[src/rtl/tmr_pkg.sv]
package tmr_pkg;

  localparam int unsigned OFF_GLOBAL = 'h00;
  localparam int unsigned OFF_REV    = 'h10;
  localparam int unsigned CH_STRIDE_LG = 5;

  typedef enum logic [2:0] {
    RK_NONE,
    RK_CFG,
    RK_RELOAD,
    RK_COPY,
    RK_WRAPS,
    RK_STAT,
    RK_CLR,
    RK_MASK
  } reg_kind_e;

  function automatic reg_kind_e kind_of(input logic [CH_STRIDE_LG-1:0] off);
    case (off)
      5'h00:   return RK_CFG;
      5'h04:   return RK_RELOAD;
      5'h08:   return RK_COPY;
      5'h0C:   return RK_WRAPS;
      5'h10:   return RK_STAT;
      5'h14:   return RK_CLR;
      5'h18:   return RK_MASK;
      default: return RK_NONE;
    endcase
  endfunction

endpackage

[src/rtl/tmr_regdec.sv]
module tmr_regdec
  import tmr_pkg::*;
#(
  parameter int NUM_CH = 4,
  parameter int ADDR_W = 8,
  localparam int CH_W  = (NUM_CH > 1) ? $clog2(NUM_CH) : 1,
  localparam int BLK_W = ADDR_W - CH_STRIDE_LG
) (
  input  logic [ADDR_W-1:0] addr,
  output logic              hit_global,
  output logic              hit_rev,
  output logic              hit_ch,
  output logic [CH_W-1:0]   ch_idx,
  output reg_kind_e         kind
);

  logic [BLK_W-1:0]        blk;
  logic [CH_STRIDE_LG-1:0] off;

  assign blk = addr[ADDR_W-1:CH_STRIDE_LG];
  assign off = addr[CH_STRIDE_LG-1:0];

  always_comb begin
    hit_global = (addr == ADDR_W'(OFF_GLOBAL));
    hit_rev    = (addr == ADDR_W'(OFF_REV));
    kind       = kind_of(off);
    hit_ch     = (blk != '0) && (int'(blk) <= NUM_CH) && (kind != RK_NONE);
    ch_idx     = CH_W'(blk - 1'b1);
  end

endmodule

[src/rtl/tmr_chan.sv]
module tmr_chan #(
  parameter int DATA_W = 32
) (
  input  logic              clk,
  input  logic              rst_n,
  input  logic              glob_en,
  input  logic [DATA_W-1:0] wdata,
  input  logic              cfg_we,
  input  logic              reload_we,
  input  logic              clr_we,
  input  logic              mask_we,
  input  logic              wraps_re,
  output logic              en,
  output logic [DATA_W-1:0] reload,
  output logic [DATA_W-1:0] count,
  output logic [DATA_W-1:0] copy,
  output logic [DATA_W-1:0] wraps,
  output logic              status,
  output logic              mask
);

  logic run;
  logic at_zero;
  logic wrap;
  logic start;

  assign run     = glob_en & en;
  assign at_zero = (count == '0);
  assign wrap    = run & at_zero;
  assign start   = cfg_we & wdata[0] & ~en;

  always_ff @(posedge clk) begin
    if (!rst_n) begin
      en     <= 1'b0;
      reload <= '0;
      count  <= '0;
      copy   <= '0;
      wraps  <= '0;
      status <= 1'b0;
      mask   <= 1'b0;
    end else begin
      if (cfg_we) en <= wdata[0];
      if (reload_we && !en) reload <= wdata;

      if (start)     count <= reload;
      else if (run)  count <= at_zero ? reload : count - 1'b1;

      if (wrap) wraps <= wraps + 1'b1;

      if (wrap)                     status <= 1'b1;
      else if (clr_we && wdata[0])  status <= 1'b0;

      if (mask_we)  mask <= wdata[0];
      if (wraps_re) copy <= count;
    end
  end

endmodule

[src/rtl/tmr_bank.sv]
module tmr_bank
  import tmr_pkg::*;
#(
  parameter int          NUM_CH   = 4,
  parameter int          DATA_W   = 32,
  parameter int          ADDR_W   = 8,
  parameter logic [31:0] REVISION = 32'h0002_0100,
  localparam int         CH_W     = (NUM_CH > 1) ? $clog2(NUM_CH) : 1
) (
  input  logic              clk,
  input  logic              rst_n,
  input  logic              req_valid,
  input  logic              req_write,
  input  logic [ADDR_W-1:0] req_addr,
  input  logic [DATA_W-1:0] req_wdata,
  output logic              rsp_valid,
  output logic [DATA_W-1:0] rsp_rdata,
  output logic              irq
);

  logic      hit_global, hit_rev, hit_ch;
  logic [CH_W-1:0] ch_idx;
  reg_kind_e kind;

  logic glob_en;

  logic [NUM_CH-1:0] cfg_we, reload_we, clr_we, mask_we, wraps_re;
  logic [NUM_CH-1:0] en_v, st_v, mask_v;
  logic [NUM_CH-1:0][DATA_W-1:0] rel_v, cnt_v, copy_v, wraps_v;

  logic wr_req, rd_req;
  assign wr_req = req_valid & req_write;
  assign rd_req = req_valid & ~req_write;

  tmr_regdec #(.NUM_CH(NUM_CH), .ADDR_W(ADDR_W)) u_dec (
    .addr       (req_addr),
    .hit_global (hit_global),
    .hit_rev    (hit_rev),
    .hit_ch     (hit_ch),
    .ch_idx     (ch_idx),
    .kind       (kind)
  );

  for (genvar i = 0; i < NUM_CH; i++) begin : g_ch
    logic sel;
    assign sel          = hit_ch && (ch_idx == CH_W'(i));
    assign cfg_we[i]    = wr_req & sel & (kind == RK_CFG);
    assign reload_we[i] = wr_req & sel & (kind == RK_RELOAD);
    assign clr_we[i]    = wr_req & sel & (kind == RK_CLR);
    assign mask_we[i]   = wr_req & sel & (kind == RK_MASK);
    assign wraps_re[i]  = rd_req & sel & (kind == RK_WRAPS);

    tmr_chan #(.DATA_W(DATA_W)) u_chan (
      .clk       (clk),
      .rst_n     (rst_n),
      .glob_en   (glob_en),
      .wdata     (req_wdata),
      .cfg_we    (cfg_we[i]),
      .reload_we (reload_we[i]),
      .clr_we    (clr_we[i]),
      .mask_we   (mask_we[i]),
      .wraps_re  (wraps_re[i]),
      .en        (en_v[i]),
      .reload    (rel_v[i]),
      .count     (cnt_v[i]),
      .copy      (copy_v[i]),
      .wraps     (wraps_v[i]),
      .status    (st_v[i]),
      .mask      (mask_v[i])
    );
  end

  logic [DATA_W-1:0] rd_mux;

  always_comb begin
    rd_mux = '0;
    if (hit_global) begin
      rd_mux = {{(DATA_W-1){1'b0}}, glob_en};
    end else if (hit_rev) begin
      rd_mux = DATA_W'(REVISION);
    end else if (hit_ch) begin
      case (kind)
        RK_CFG:    rd_mux = {{(DATA_W-1){1'b0}}, en_v[ch_idx]};
        RK_RELOAD: rd_mux = rel_v[ch_idx];
        RK_COPY:   rd_mux = copy_v[ch_idx];
        RK_WRAPS:  rd_mux = wraps_v[ch_idx];
        RK_STAT:   rd_mux = {{(DATA_W-1){1'b0}}, st_v[ch_idx]};
        RK_MASK:   rd_mux = {{(DATA_W-1){1'b0}}, mask_v[ch_idx]};
        default:   rd_mux = '0;
      endcase
    end
  end

  always_ff @(posedge clk) begin
    if (!rst_n) begin
      glob_en   <= 1'b0;
      rsp_valid <= 1'b0;
      rsp_rdata <= '0;
    end else begin
      if (wr_req && hit_global) glob_en <= req_wdata[0];
      rsp_valid <= rd_req;
      rsp_rdata <= rd_req ? rd_mux : '0;
    end
  end

  assign irq = |(st_v & mask_v);

endmodule

[config.mk]
export PLATFORM = sky130hd
export DESIGN_NAME = tmr_bank
export DESIGN_NICKNAME = d
export VERILOG_FILES = /design/src/rtl/tmr_pkg.sv /design/src/rtl/tmr_regdec.sv /design/src/rtl/tmr_chan.sv /design/src/rtl/tmr_bank.sv
export SDC_FILE = /design/constraint.sdc
export NUM_CORES = 1
export LEC_CHECK = 0
export ABC_CLOCK_PERIOD_IN_PS = 5700
export BUFFER_PORTS_ARGS = -buffer_cell sky130_fd_sc_hd__buf_2
export CORE_ASPECT_RATIO = 1.25
export CORE_UTILIZATION = 27
export DETAILED_ROUTE_END_ITERATION = 12
export REMOVE_ABC_BUFFERS = 1
export SLEW_MARGIN = 15
export SYNTH_ARGS = -nofsm -noshare
export SYNTH_HDL_FRONTEND = slang
export SYNTH_SLANG_ARGS = --single-unit
export TNS_END_PERCENT = 1
[constraint.sdc]
create_clock -name clk -period 5.7 [get_ports clk]
set_input_delay 0.57 -clock clk [delete_from_list [all_inputs] [get_ports clk]]
set_output_delay 0.57 -clock clk [all_outputs]
set_load 0.005 [all_outputs]
Word-level counts from Yosys, hierarchy flattened
Index checks and enable logic that the tools add are counted.

Register bits: 558. Input bits: 44. Output and inout bits: 34. Word-level logic and storage cells: 193.

$add $sub $neg: 9. $lt $le $gt $ge: 2. Equal/unequal tests: 17. Muxes and demuxes: 37. Bitwise logic cells: 55. Reduce and logical (&&, ||, !) cells: 40.

Operators by type and width (number): $mux W32 (15); $bmux W32 S2 (3); $pmux W32 S6 (1); $add A32 B1 Y32 const B (4); $logic_not A32 Y1 (4); $sub A32 B1 Y32 const B (4); $and A1 B1 Y1 (46); $mux W18 (2); $pmux W3 S7 (1); $reduce_bool A2 Y1 (8); $eq A5 B5 Y1 const B (3); $logic_and A1 B1 Y1 (15); $eq A3 B3 Y1 const B (4); $mux W1 (12); $eq A5 B4 Y1 const B (2); $eq A8 B5 Y1 const B (1); $logic_not A8 Y1 (1); $not A1 Y1 (8); $bmux W1 S2 (3); $eq A3 B2 Y1 const B (2); $reduce_bool A3 Y1 (2); $eq A5 B3 Y1 const B (1); $logic_not A5 Y1 (1); $reduce_or A5 Y1 (1); other kinds (12) (16).

Depth between registers and ports, before layout
Depth in word-level cells: 10. Mapped depth: 14. Depth with buffers taken out: 8.

Modules after synthesis
A second synthesis with hierarchy kept.

Cell total of the unflattened synthesis: 3328. Area, all modules: 29360.7 um2.

Modules (own cells, without submodules): tmr_chan (g_ch[0].u_chan ...) (instances 2, cells an instance 746, area an instance 6291.0 um2, seq. area each 2622.5 um2); tmr_chan (g_ch[2].u_chan ...) (instances 2, cells an instance 748, area an instance 6276.0 um2, seq. area each 2622.5 um2); tmr_bank (instances 1, cells an instance 324, area an instance 4117.7 um2, seq. area each 680.7 um2); tmr_regdec (instances 1, cells an instance 16, area an instance 108.9 um2, seq. area each 0.0 um2).

Worst setup path after synthesis
Ideal clock, no wire load.

Path kind: input -> register. Start point: input req_addr[5]. End point: register rsp_rdata[19]. Setup time: 128 ps. Arrival: 4198 ps. Setup slack: 1374 ps. Stages: 11. Path buffers: 6. Path through: clkbuf_1 > clkbuf_1 > clkbuf_1 > inv_1 > ha_1 > clkbuf_1 > buf_1 > buf_1 > mux4_2 > a22oi_1 > nor2_1.

Longest elaborated chain between the ends: 5. Elaborated cells on any way between the ends: 16. Those cells by class: 1 x add/sub; 1 x order compare; 1 x eq/ne; 7 x mux; 1 x bitwise; 5 x reduce/logical.

Ends and longest elaborated chain: start, declared (RTL line tmr_bank.sv:14) `input logic [ADDR_W-1:0] req_addr,`; branches (longest 5 deep; another with $sub A2 B1 Y2); end signal, assigned (RTL line tmr_bank.sv:102) `rsp_rdata <= rd_req ? rd_mux : '0;`; end, declared (RTL line tmr_bank.sv:17) `output logic [DATA_W-1:0] rsp_rdata,`.

Parallel ways; which one is timed is not known. The select of a mux whose other input is x is not followed. A chain may end at the register's enable or synchronous reset.

Final worst setup path
Start point: register g_ch[3].u_chan.count[9]. End point: register g_ch[3].u_chan.count[3].

Longest elaborated chain between the ends: 4.

Ends and longest elaborated chain: start, declared (RTL line tmr_chan.sv:15) `output logic [DATA_W-1:0] count,`; start signal, assigned (RTL line tmr_chan.sv:45) `if (start) count <= reload;`; start signal, assigned (RTL line tmr_chan.sv:46) `else if (run) count <= at_zero ? reload : count - 1'b1;`; $logic_not A32 Y1 (RTL line tmr_chan.sv:28) `assign at_zero = (count == '0);`; $mux W32 (2 in series) (RTL line tmr_chan.sv:46); $mux W32 (RTL line tmr_chan.sv:45).

No other way between the ends. The select of a mux whose other input is x is not followed.

==> out/qor.csv <==
metric,value,unit
power_frac_comb,0.038,
syn_area_per_cell,8.153,um^2
clockPowerShare,0.482,
p_seq_frac,0.481,
avgRoutedWirePerCell,24.55,um
post_cts_resized,0,
globalplace.congestion,1.002,
overflow,0,
wl_met1,44.77,mm
skew,0.03572,ns
min_period,3.669,ns
dieArea,0.1036,mm^2
ys_seq_area_frac,0.4044,
antenna_left,0,
syn_area,0.02762,mm^2
vdd.ir_drop.worst,257.5,uV
cts_setup_buffers,0,
portBuffers,77,
async_flop_share,0,
ys_ff_latch,558,
synth_edf_count,0,
gr-usage-all-layers,0.2162,
via_per_inst,5.699,
hold_class,in2reg,
crit_path_end_kind,flop,
root_buffer,clkbuf_16,
drive_gt1_frac,0.1108,
coreArea,0.1010,mm^2
grt_pass1_wl,167.8,mm
dr.pass1.iters,10,
fin_crit_sh,0.6437,
internal-power,6.149,mW
setup_violations,0,
cts.htree.levels,2,
dp_cells,4594,
p_switching,1.963,mW
ys_top_cells_by_area,"dfxtp_1 (40%), nand2_1 (9.3%), mux4_2 (8.1%)",
drtIter0Drc,2977,
synth_common_cells,"nand2_1 (687), dfxtp_1 (558), a21oi_1 (394)",
nNetsFinal,3391,
cts_buffers,54,
finalWirelength,115.4,mm
synth.most_common_cell,nand2_1,
crit_arrival,4.25,ns
grt_pass1_vias,24387,
antenna_found_initial,13,
failed_checks,DRC,
status,"finished, violations left",
die_x,288.1,um
start_util,0.2735,
dp_hpwl,84.88,mm
dr_wl_met2,52.99,mm
synth_cell_type_count,74,
ctsHoldBuffers,0,
setup_ws,2.031,ns
clk_pin_slew_worst_paths,0.07,ns
die_h,359.6,um
n_fill_cell,10599,
cts_tree,yes,
leakagePower,10.25,nW
grt_max_degree,136,
rows,130,
relSlewSlack,0.2301,
maxSlewViolCount,0,
rsz0062_at_grt,false,
cts_buffer_depth,3,
power_density,260.1,mW/mm^2
clk_latency,0.67,ns
synth_largest_area_cell,dfxtp_1,
highest_layer,met5,
critical_path_class,reg2reg,
route.detailed.drc,8,
cp.required,6.28,ns
cap_violations,0,
worst_pin_slew,1.151,ns
synth.top_cell.area_share,0.4044,
finalHoldViolations,0,
cp_max_fo,15,
clock.fmax,0.2725,GHz
syn_inst,3388,
synthToLayoutAreaGrowth,12.90,%
critPathLaunchType,flop,
p_sw_frac,0.2420,
ios,78,
vias,26793,
clock_sinks,558,
synth_ff_type,dfxtp_1,
pre_cts_slack,1.805,ns
yosysWarnings,0,
route.met3.wl,9.815,mm
instances_no_fill,4701,
## cell type report
class                      instances  area, um^2  area share
clock buffer                      69        1508     0.04834
tap                             1320        1652     0.05295
antenna                            7       17.52   0.0005616
clock inverter                    31       381.6     0.01224
inverter                          40       157.7    0.005055
multi-input combinational       2538       15420      0.4943
timing repair buffer             138       885.9     0.02840
sequential                       558       11170      0.3582
## metal layers
layer,vias up,GRT usage
met1,12922,0.2717
met4,4,0.1298
met5,-,0
met3,282,0.03409
met2,1463,0.3462
li1,12122,-
## per-stage QoR
stage / total power, mW / hold slack, ns / TNS (ns) / utilization / instance area (um^2)
after floorplan: 4.142 / 0.4331 / -671.50 / - / 26660
after global placement: 4.288 / 0.4395 / 0 / 0.2898 / 29270
after detailed placement: 4.288 / 0.4431 / 0 / 0.2899 / 29280
after CTS: 8.149 / 0.1638 / 0 / 0.3086 / 31170
after global routing: 8.300 / 0.1915 / 0 / 0.3086 / 31170
final: 8.112 / 0.1820 / 0 / 0.3088 / 31190
## cells in the final DEF, fill, tap and decap left out, types with 23 or more instances in the layout
cell type  count
a22oi_1       43
buf_2         75
or3_1         60
nor4_1        77
and3_1        29
or4_1         33
nand3_1      107
a21oi_1      394
o22ai_1       23
a31oi_1       28
clkbuf_16     54
xnor2_1       57
nor3_1       112
buf_4         60
nand4_1       81
a22o_1        31
inv_1         39
nor2_1       232
dfxtp_1      558
nand2_1      687
xor2_1        34
o21ai_0      119
mux2i_1       26
mux4_2        99
## sequential cells by signal, summed over array words and instances (netlist names)
register            flops
g_ch.u_chan.copy      128
g_ch.u_chan.count     128
g_ch.u_chan.reload    128
g_ch.u_chan.wraps     128
rsp_rdata              32
g_ch.u_chan.en          4
g_ch.u_chan.mask        4
g_ch.u_chan.status      4
glob_en                 1
rsp_valid               1
## kinds of logic (layout without fill, tap and decap cells)
kind of cell / Yosys count / after routing / share of synthesized area
and+or+nand+nor: 1527 / 1527 / 0.2612
DFF: 558 / 558 / 0.4044
muxes: 129 / 129 / 0.09177
other: 0 / 7 / 0
buffers and inverters: 292 / 278 / 0.04022
AOI/OAI and AO/OA: 774 / 774 / 0.1659
adders and majority gates: 17 / 17 / 0.007700
xor gates and xnor gates: 91 / 91 / 0.02885
## worst paths after layout
path	startpoint	end	slack, ns	cells after the start
hold / removal	req_wdata[13]	g_ch[0].u_chan.reload[13]	0.18	3
setup / recovery	g_ch[3].u_chan.count[9]	g_ch[3].u_chan.count[3]	2.03	6
hold reg to reg	g_ch[0].u_chan.copy[31]	g_ch[0].u_chan.copy[31]	0.45	2
setup reg to reg	g_ch[3].u_chan.count[9]	g_ch[3].u_chan.count[3]	2.03	6
## critical path: stages, from the launching register on
cell and delay, ns:
dfxtp_1 0.39, or4_1 0.60, nor4_1 0.66, nand3_1 0.71
nor2_1 0.76, o21ai_0 0.24, a31oi_1 0.23
## power by group through the flow
| stage | registers (mW) | logic, mW | clock network, mW |
|---|---|---|---|
| finish | 3.90 | 0.304 | 3.91 |
| global route | 3.90 | 0.319 | 4.08 |
| CTS | 3.90 | 0.301 | 3.95 |
| detailed placement | 3.99 | 0.300 | 0 |
| global placement | 3.99 | 0.300 | 0 |
| floorplan | 3.99 | 0.155 | 0 |
Note: power is estimated with default switching activity, not from simulation.
